## src/rtl/gcff_pkg.sv

```systemverilog
package gcff_pkg;
   typedef enum logic [1:0] {
      AM_NONE   = 2'd0,
      AM_RESET  = 2'd1,
      AM_SETCLR = 2'd2
   } async_mode_e;
endpackage

```

## src/rtl/gcff_edge_det.sv

```systemverilog
module gcff_edge_det #(
   parameter bit CLK_RISE = 1'b1
) (
   input  logic gclk,
   input  logic rst_n,
   input  logic eclk,
   output logic edge_o
);
   // level that follows the active transition: avoids a false edge at start
   localparam logic IDLE_LVL = CLK_RISE ? 1'b1 : 1'b0;

   logic clk_prev;

   always_ff @(posedge gclk or negedge rst_n) begin
      if (!rst_n) clk_prev <= IDLE_LVL;
      else        clk_prev <= eclk;
   end

   generate
      if (CLK_RISE) begin : g_rise
         assign edge_o = eclk & ~clk_prev;
      end else begin : g_fall
         assign edge_o = ~eclk & clk_prev;
      end
   endgenerate

   AST_EDGE_SPACED: assert property (@(posedge gclk) disable iff (!rst_n)
      edge_o |=> !edge_o);
endmodule

```

## src/rtl/gcff_async_widen.sv

```systemverilog
module gcff_async_widen #(
   parameter int W       = 1,
   parameter bit ACT_LOW = 1'b0
) (
   input  logic         gclk,
   input  logic         rst_n,
   input  logic [W-1:0] ctl_i,
   output logic [W-1:0] act_o   // normalised: 1 = control in force
);
   localparam logic [W-1:0] PAST_INIT = ACT_LOW ? {W{1'b1}} : {W{1'b0}};

   logic [W-1:0] ctl_prev;
   logic [W-1:0] raw_act;

   always_ff @(posedge gclk or negedge rst_n) begin
      if (!rst_n) ctl_prev <= PAST_INIT;
      else        ctl_prev <= ctl_i;
   end

   generate
      if (ACT_LOW) begin : g_low
         assign act_o   = ~(ctl_i & ctl_prev);
         assign raw_act = ~ctl_i;
      end else begin : g_high
         assign act_o   = ctl_i | ctl_prev;
         assign raw_act = ctl_i;
      end
   endgenerate

   AST_WIDEN_TAIL: assert property (@(posedge gclk) disable iff (!rst_n)
      (raw_act != '0) |=> ((act_o & $past(raw_act)) == $past(raw_act)));
endmodule

```

## src/rtl/gcff_core.sv

```systemverilog
module gcff_core #(
   parameter int              W        = 8,
   parameter logic [W-1:0]    INIT_VAL = '0
) (
   input  logic         gclk,
   input  logic         rst_n,
   input  logic [W-1:0] d_i,     // data after enable / sync reset
   input  logic         edge_i,
   input  logic [W-1:0] q_i,     // final output, fed back for hold
   output logic [W-1:0] qc_o     // clocked value before async overrides
);
   logic [W-1:0] d_prev;
   logic [W-1:0] q_prev;

   always_ff @(posedge gclk or negedge rst_n) begin
      if (!rst_n) begin
         d_prev <= INIT_VAL;
         q_prev <= INIT_VAL;
      end else begin
         d_prev <= d_i;
         q_prev <= q_i;
      end
   end

   assign qc_o = edge_i ? d_prev : q_prev;

   AST_EDGE_TAKES_D: assert property (@(posedge gclk) disable iff (!rst_n)
      ($past(rst_n) && edge_i) |-> (qc_o == $past(d_i)));
   AST_HOLD_NO_EDGE: assert property (@(posedge gclk) disable iff (!rst_n)
      ($past(rst_n) && !edge_i) |-> (qc_o == $past(q_i)));
endmodule

```

## src/rtl/gcff_emul.sv

```systemverilog
module gcff_emul
   import gcff_pkg::*;
#(
   parameter int           WIDTH      = 8,
   parameter bit           CLK_RISE   = 1'b1,
   parameter async_mode_e  ASYNC_MODE = AM_RESET,
   parameter bit           CTRL_LOW   = 1'b0,
   parameter logic [WIDTH-1:0] INIT_VAL = '0,
   parameter logic [WIDTH-1:0] RST_VAL  = '0,
   parameter logic [WIDTH-1:0] SRST_VAL = '0
) (
   input  logic             gclk,
   input  logic             rst_n,
   input  logic             eclk,
   input  logic [WIDTH-1:0] d,
   input  logic             ce,
   input  logic             srst,
   input  logic             aload,
   input  logic [WIDTH-1:0] adata,
   input  logic             arst,
   input  logic [WIDTH-1:0] aset,
   input  logic [WIDTH-1:0] aclr,
   output logic [WIDTH-1:0] q
);
   localparam logic [WIDTH-1:0] NO_BITS = {WIDTH{1'b0}};

   generate
      if (WIDTH < 1) begin : g_bad_width
         $error("gcff_emul: WIDTH must be at least 1");
      end
      if (ASYNC_MODE != AM_NONE && ASYNC_MODE != AM_RESET && ASYNC_MODE != AM_SETCLR) begin : g_bad_mode
         $error("gcff_emul: unsupported ASYNC_MODE");
      end
   endgenerate

   logic             edge_w;
   logic             ld_act;
   logic             rst_act;
   logic [WIDTH-1:0] set_act;
   logic [WIDTH-1:0] clr_act;
   logic [WIDTH-1:0] d_eff;
   logic [WIDTH-1:0] q_clk;
   logic [WIDTH-1:0] q_ld;

   gcff_edge_det #(.CLK_RISE(CLK_RISE)) u_edge (
      .gclk(gclk), .rst_n(rst_n), .eclk(eclk), .edge_o(edge_w)
   );

   gcff_async_widen #(.W(1), .ACT_LOW(CTRL_LOW)) u_w_load (
      .gclk(gclk), .rst_n(rst_n), .ctl_i(aload), .act_o(ld_act)
   );
   gcff_async_widen #(.W(1), .ACT_LOW(CTRL_LOW)) u_w_rst (
      .gclk(gclk), .rst_n(rst_n), .ctl_i(arst), .act_o(rst_act)
   );
   gcff_async_widen #(.W(WIDTH), .ACT_LOW(CTRL_LOW)) u_w_set (
      .gclk(gclk), .rst_n(rst_n), .ctl_i(aset), .act_o(set_act)
   );
   gcff_async_widen #(.W(WIDTH), .ACT_LOW(CTRL_LOW)) u_w_clr (
      .gclk(gclk), .rst_n(rst_n), .ctl_i(aclr), .act_o(clr_act)
   );

   // enable and synchronous reset folded into the sampled data path
   always_comb begin
      if (srst)    d_eff = SRST_VAL;
      else if (ce) d_eff = d;
      else         d_eff = q;
   end

   gcff_core #(.W(WIDTH), .INIT_VAL(INIT_VAL)) u_core (
      .gclk(gclk), .rst_n(rst_n), .d_i(d_eff), .edge_i(edge_w),
      .q_i(q), .qc_o(q_clk)
   );

   always_comb begin
      q_ld = ld_act ? adata : q_clk;
      case (ASYNC_MODE)
         AM_RESET:  q = rst_act ? RST_VAL : q_ld;
         AM_SETCLR: q = (q_ld | set_act) & ~clr_act;
         default:   q = q_ld | (NO_BITS & set_act & clr_act & {WIDTH{rst_act}});
      endcase
   end

   generate
      if (ASYNC_MODE == AM_RESET) begin : g_chk_rst
         logic rst_raw;
         assign rst_raw = CTRL_LOW ? ~arst : arst;
         AST_RESET_WINS: assert property (@(posedge gclk) disable iff (!rst_n)
            rst_raw |-> (q == RST_VAL));
      end
      if (ASYNC_MODE == AM_SETCLR) begin : g_chk_sc
         logic [WIDTH-1:0] set_raw;
         logic [WIDTH-1:0] clr_raw;
         assign set_raw = CTRL_LOW ? ~aset : aset;
         assign clr_raw = CTRL_LOW ? ~aclr : aclr;
         AST_CLEAR_WINS: assert property (@(posedge gclk) disable iff (!rst_n)
            ((q & clr_raw) == '0));
         AST_SET_FORCES: assert property (@(posedge gclk) disable iff (!rst_n)
            ((q & set_raw & ~clr_raw) == (set_raw & ~clr_raw)));
      end
   endgenerate
endmodule

```

## config.mk

```make
export PLATFORM = sky130hd
export DESIGN_NAME = gcff_emul
export DESIGN_NICKNAME = d
export VERILOG_FILES = /design/src/rtl/gcff_pkg.sv /design/src/rtl/gcff_edge_det.sv /design/src/rtl/gcff_async_widen.sv /design/src/rtl/gcff_core.sv /design/src/rtl/gcff_emul.sv
export SDC_FILE = /design/constraint.sdc
export NUM_CORES = 1
export LEC_CHECK = 0
export ABC_CLOCK_PERIOD_IN_PS = 1600
export BUFFER_PORTS_ARGS = -buffer_cell sky130_fd_sc_hd__buf_2
export CAP_MARGIN = 15
export CELL_PAD_IN_SITES_DETAIL_PLACEMENT = 1
export CELL_PAD_IN_SITES_GLOBAL_PLACEMENT = 1
export CORE_UTILIZATION = 31
export DETAILED_ROUTE_END_ITERATION = 8
export GPL_TIMING_DRIVEN = 0
export HOLD_SLACK_MARGIN = 0.03
export PLACE_DENSITY_LB_ADDON = 0.25
export SLEW_MARGIN = 0
export SYNTH_ARGS = -nofsm -noshare
export SYNTH_HDL_FRONTEND = slang
export SYNTH_SLANG_ARGS = --single-unit
```

## constraint.sdc

```tcl
create_clock -name gclk -period 1.6 [get_ports gclk]
set_input_delay 0.32 -clock gclk [delete_from_list [all_inputs] [get_ports gclk]]
set_output_delay 0.32 -clock gclk [all_outputs]
set_load 0.02 [all_outputs]
```

Yosys cells after proc, flatten, opt, wreduce, memory -nomap -nowiden. Cells that the tools add are included.

Register bits: 19. Bits in latches: 0. RAM bits: 0. Bits in read-only memories: 0. Logic and storage cells: 14. Memories: 0.

$add $sub $neg: 0. $mul: 0. Div/mod/pow operators: 0. Order comparisons: 0. Eq/ne operators: 0. Shift-type cells: 0. Muxes and demuxes: 5. Bitwise logic cells: 4. Reduce and logical (&&, ||, !) cells: 0.

Operators with widths (count): two-way mux 8 bit (5); OR 1 bit (2); AND 1 bit (1); inverter 1 bit (1).

Depth between registers and ports, before layout.
Word-level depth: 7. Gate-level depth with buffers: 4. Gate-level depth less buffers: 3.

Modules after synthesis. Synthesis repeated with hierarchy kept, for this count alone.

Cells, all modules: 61. Area, all modules: 864.6 um2.

Modules (own cells, without submodules): gcff_core (times used 1, cells an instance 25, area each 531.8 um2, sequential area each 400.4 um2); gcff_emul (times used 1, cells an instance 30, area each 230.2 um2, sequential area each 0.0 um2); gcff_async_widen (times used 2, cells an instance 2, area each 31.3 um2, sequential area each 25.0 um2); gcff_edge_det (times used 1, cells an instance 2, area each 40.0 um2, sequential area each 26.3 um2).

Least setup slack after synthesis. Ideal clock, no wire load.

Path type: register -> output. Start: register u_edge.clk_prev. End: output port q[0]. Arrival time: 1.304 ns. Required time: 1.280 ns. Slack: -0.024 ns. Cell stages (with the launch flop): 5. Path buffers: 1. Cell sequence: dfstp_2 -> nand2b_1 -> buf_2 -> mux2i_1 -> a21oi_1.

Longest elaborated chain between the ends: 5.

RTL lines: from (decl) (line gcff_edge_det.sv:12) `logic clk_prev;`; from (signal assigned) (line gcff_edge_det.sv:16) `else clk_prev <= eclk;`; inverter 1 bit (line gcff_edge_det.sv:21) `assign edge_o = eclk & ~clk_prev;`; AND 1 bit (line gcff_edge_det.sv:21); two-way mux 8 bit (line gcff_core.sv:25) `assign qc_o = edge_i ? d_prev : q_prev;`; two-way mux 8 bit (line gcff_emul.sv:75) `q_ld = ld_act ? adata : q_clk;`; two-way mux 8 bit (line gcff_emul.sv:77) `AM_RESET: q = rst_act ? RST_VAL : q_ld;`; to (decl) (line gcff_emul.sv:23) `output logic [WIDTH-1:0] q`.

No other way between the ends.

Worst setup path in the final report.
Start: register u_edge.clk_prev. End: output port q[5].

Same word-level chain as after synthesis.

==> impl_metrics.tcl <==
set metrics [dict create \
    total_leakage_power_uw 0.000593 \
    grt_max_degree 20 \
    max_freq_mhz 516 \
    io_buffers 30 \
    cpPeakStageDelay_ns 0.53 \
    dp_cells 130 \
    slew_headroom_pct 57.1 \
    first_global_vias 807 \
    maxCapViolCount 0 \
    hold_class "in2reg" \
    rsz0062_at_grt "true" \
    fillCellCount 267 \
    gp_congestion 0.782 \
    clock_sinks 19 \
    power_density_nw_per_um2 722 \
    finalHoldViolCount 0 \
    setup_violations 8 \
    yosysSeqAreaShare_pct 57.7 \
    wire_per_inst_um 16.2 \
    synth_top_family_by_area "compound AO/OA/AOI/OAI gates" \
    worst-endpoint-required_ns 1.28 \
    die_area_um2 2870 \
    tightest_slew_ns 0.639 \
    die_h_um 53.6 \
    clk_pin_slew_ns 0.11 \
    grt_first_pass_wirelength_um 3730 \
    crit_type "reg2out" \
    core-area_um2 2500 \
    synth_compound_area_share_pct 23.0 \
    drt_iter0_drc 3 \
    cp_cell_sequence "nand2b_4 -> buf_12 -> mux2i_4 -> a21oi_2 -> buf_4" \
    ios 47 \
    cts_max_path_buffers 2 \
    layout_common_cells "buf_2 (22), dfrtp_1 (18), buf_4 (17)" \
    syn_nets 109 \
    finalCritPeriodShare_pct 121 \
    yosys.area_share.simple_pct 7.42 \
    postLayoutCoreUtil_pct 55.0 \
    worstPathMaxFanout 8 \
    die_w_um 53.6 \
    grt_antenna_before_repair 0 \
    synthXorXnorAreaFrac_pct 0 \
    drt_first_pass_iters 4 \
    drive_above_1_share_pct 60.0 \
    root_buffer "clkbuf_4" \
    grtUsageTotal_pct 19.1 \
    antennaDiodeCount 0 \
    synth-seq-cells 19 \
    synth_area_um2 826 \
    synthCells 70 \
    final_common_cell "buf_2" \
    place_area_um2 1020 \
    wl_um 2430 \
    crit_path_start_kind "flop" \
    initial_core_util_pct 33.0 \
    ant_nets 0 \
    finalInstanceArea_um2 1380 \
    worstPathArrival_ns 1.62 \
    cts-htree-levels 1 \
    syn2layout_area_growth_pct 66.5 \
    setup_slack_ns -0.336 \
    synthAdderAreaFrac_pct 0 \
    cts_made_buffers 3 \
    ys.warnings.count 0 \
    cts_tree "built" \
    rows 18 \
    crit_slowest_cell "dfstp_2" \
    hold_ws_ns 0.139 \
    synth.distinct_cells 17 \
    outcome "finished, violations left" \
    slew_viol_final 0 \
    pre_cts_ws_ns -0.253 \
    crit_path_end_kind "output pin" \
    fin_nets 160 \
    fin_cells 150 \
    via_per_inst 5.24 \
    remaining_drc_errors 0 \
    vias 786 \
    violations "setup timing" \
    muxShareOfSynthArea_pct 9.70 \
    ir_drop_mv 0.391 \
    overflow 0 \
    clock_latency_ns 0.30 \
    post_synth.cell_area_avg_um2 11.8 \
    finClkSkew_ns 0.00260 \
    finalCriticalPeriod_ns 1.94 \
]
==> cells in the mapped netlist <==
master    instances  share of area, %
dfstp_2           1               3.2
nand2b_1          1              0.76
a32oi_1           8               8.5
o21ai_0           8               4.8
mux2i_1           8               9.7
a21oi_1           8               4.8
nor4_4            1               2.6
or2_1             1              0.76
nor2_2            1              0.76
buf_2             2               1.2
buf_1             1              0.45
nor2b_1           1              0.76
nand2_4           1               1.4
dfrtp_1          18                55
clkbuf_1          1              0.45
o21ai_1           8               4.8
nor2_1            1              0.45
==> metal layers <==
metal	track usage (%)	part of all wire (%)	up-vias
li1	-	-	368
met1	23.2	42	390
met2	33.3	52	24
met3	3.11	4.7	4
met4	7.89	1.1	0
met5	0	0	-
==> logic make-up after synthesis <==
| kind of cell | Yosys count |
|---|---|
| flip-flops | 19 |
| AO/OA/AOI/OAI | 32 |
| AND/OR/NAND/NOR | 7 |
| buffers and inverters | 4 |
| multiplexers | 8 |
==> timing repair <==
item	4_1_cts	5_1_grt
endpoints found under the setup margin	8	8
gates resized for setup	35	12
hold endpoints to repair	18	0
hold buffers	1	0
setup buffers	9	6
pin swaps	4	6
==> report_power, final <==
group / switching (uW) / leakage (uW) / internal (uW)
Combinational: 108 / 0.000329 / 117
Clock: 148 / 0.0000150 / 97.1
Sequential: 19.1 / 0.000248 / 505
Total: 275 / 0.000593 / 718
==> metrics by stage <==
| stage | TNS, ns | power [uW] |
|---|---|---|
| 4_1_cts | -2.71 | 979 |
| 5_1_grt | -3.16 | 1050 |
| 3_3_place_gp | -1.19 | 655 |
| 6_report | -2.56 | 993 |
| 3_5_place_dp | -1.32 | 660 |
| 2_1_floorplan | -0.163 | 590 |
==> state kept, by name, summed over array words and instances (netlist names) <==
signal / flops
u_core.d_prev: 8
u_w_load.ctl_prev: 1
u_edge.clk_prev: 1
u_w_rst.ctl_prev: 1
u_core.q_prev: 8
==> worst max-delay path, delay by kind of cell, from the launching register on <==
kind	cells	cell delay (ns)
flip-flops	1	0.53
buffers and inverters	2	0.33
multiplexers	1	0.26
AND/OR/NAND/NOR	1	0.12
AO/OA/AOI/OAI	1	0.08
==> worst paths after layout <==
| check | cells past startpoint | start | endpoint | slack, ns |
|---|---|---|---|---|
| min reg2reg | 2 | u_core.d_prev[0] | u_core.q_prev[0] | 0.64 |
| min in group asynchronous | 2 | rst_n | u_core.d_prev[4] | 0.49 |
| max reg2reg | 6 | u_edge.clk_prev | u_core.d_prev[7] | 0.14 |
| min | 1 | eclk | u_edge.clk_prev | 0.14 |
| max in group asynchronous | 2 | rst_n | u_edge.clk_prev | 0.78 |
| max | 5 | u_edge.clk_prev | q[5] | -0.34 |
==> final cells by class <==
| cell class | count | area, um^2 | area share [%] |
|---|---|---|---|
| buffer | 4 | 42.5 | 3.09 |
| multi-input combinational | 47 | 477 | 34.7 |
| tap | 30 | 37.5 | 2.73 |
| sequential | 19 | 477 | 34.7 |
| timing repair buffer | 46 | 315 | 22.9 |
| clock buffer | 4 | 26.3 | 1.91 |
(Power assumes the default switching activity.)
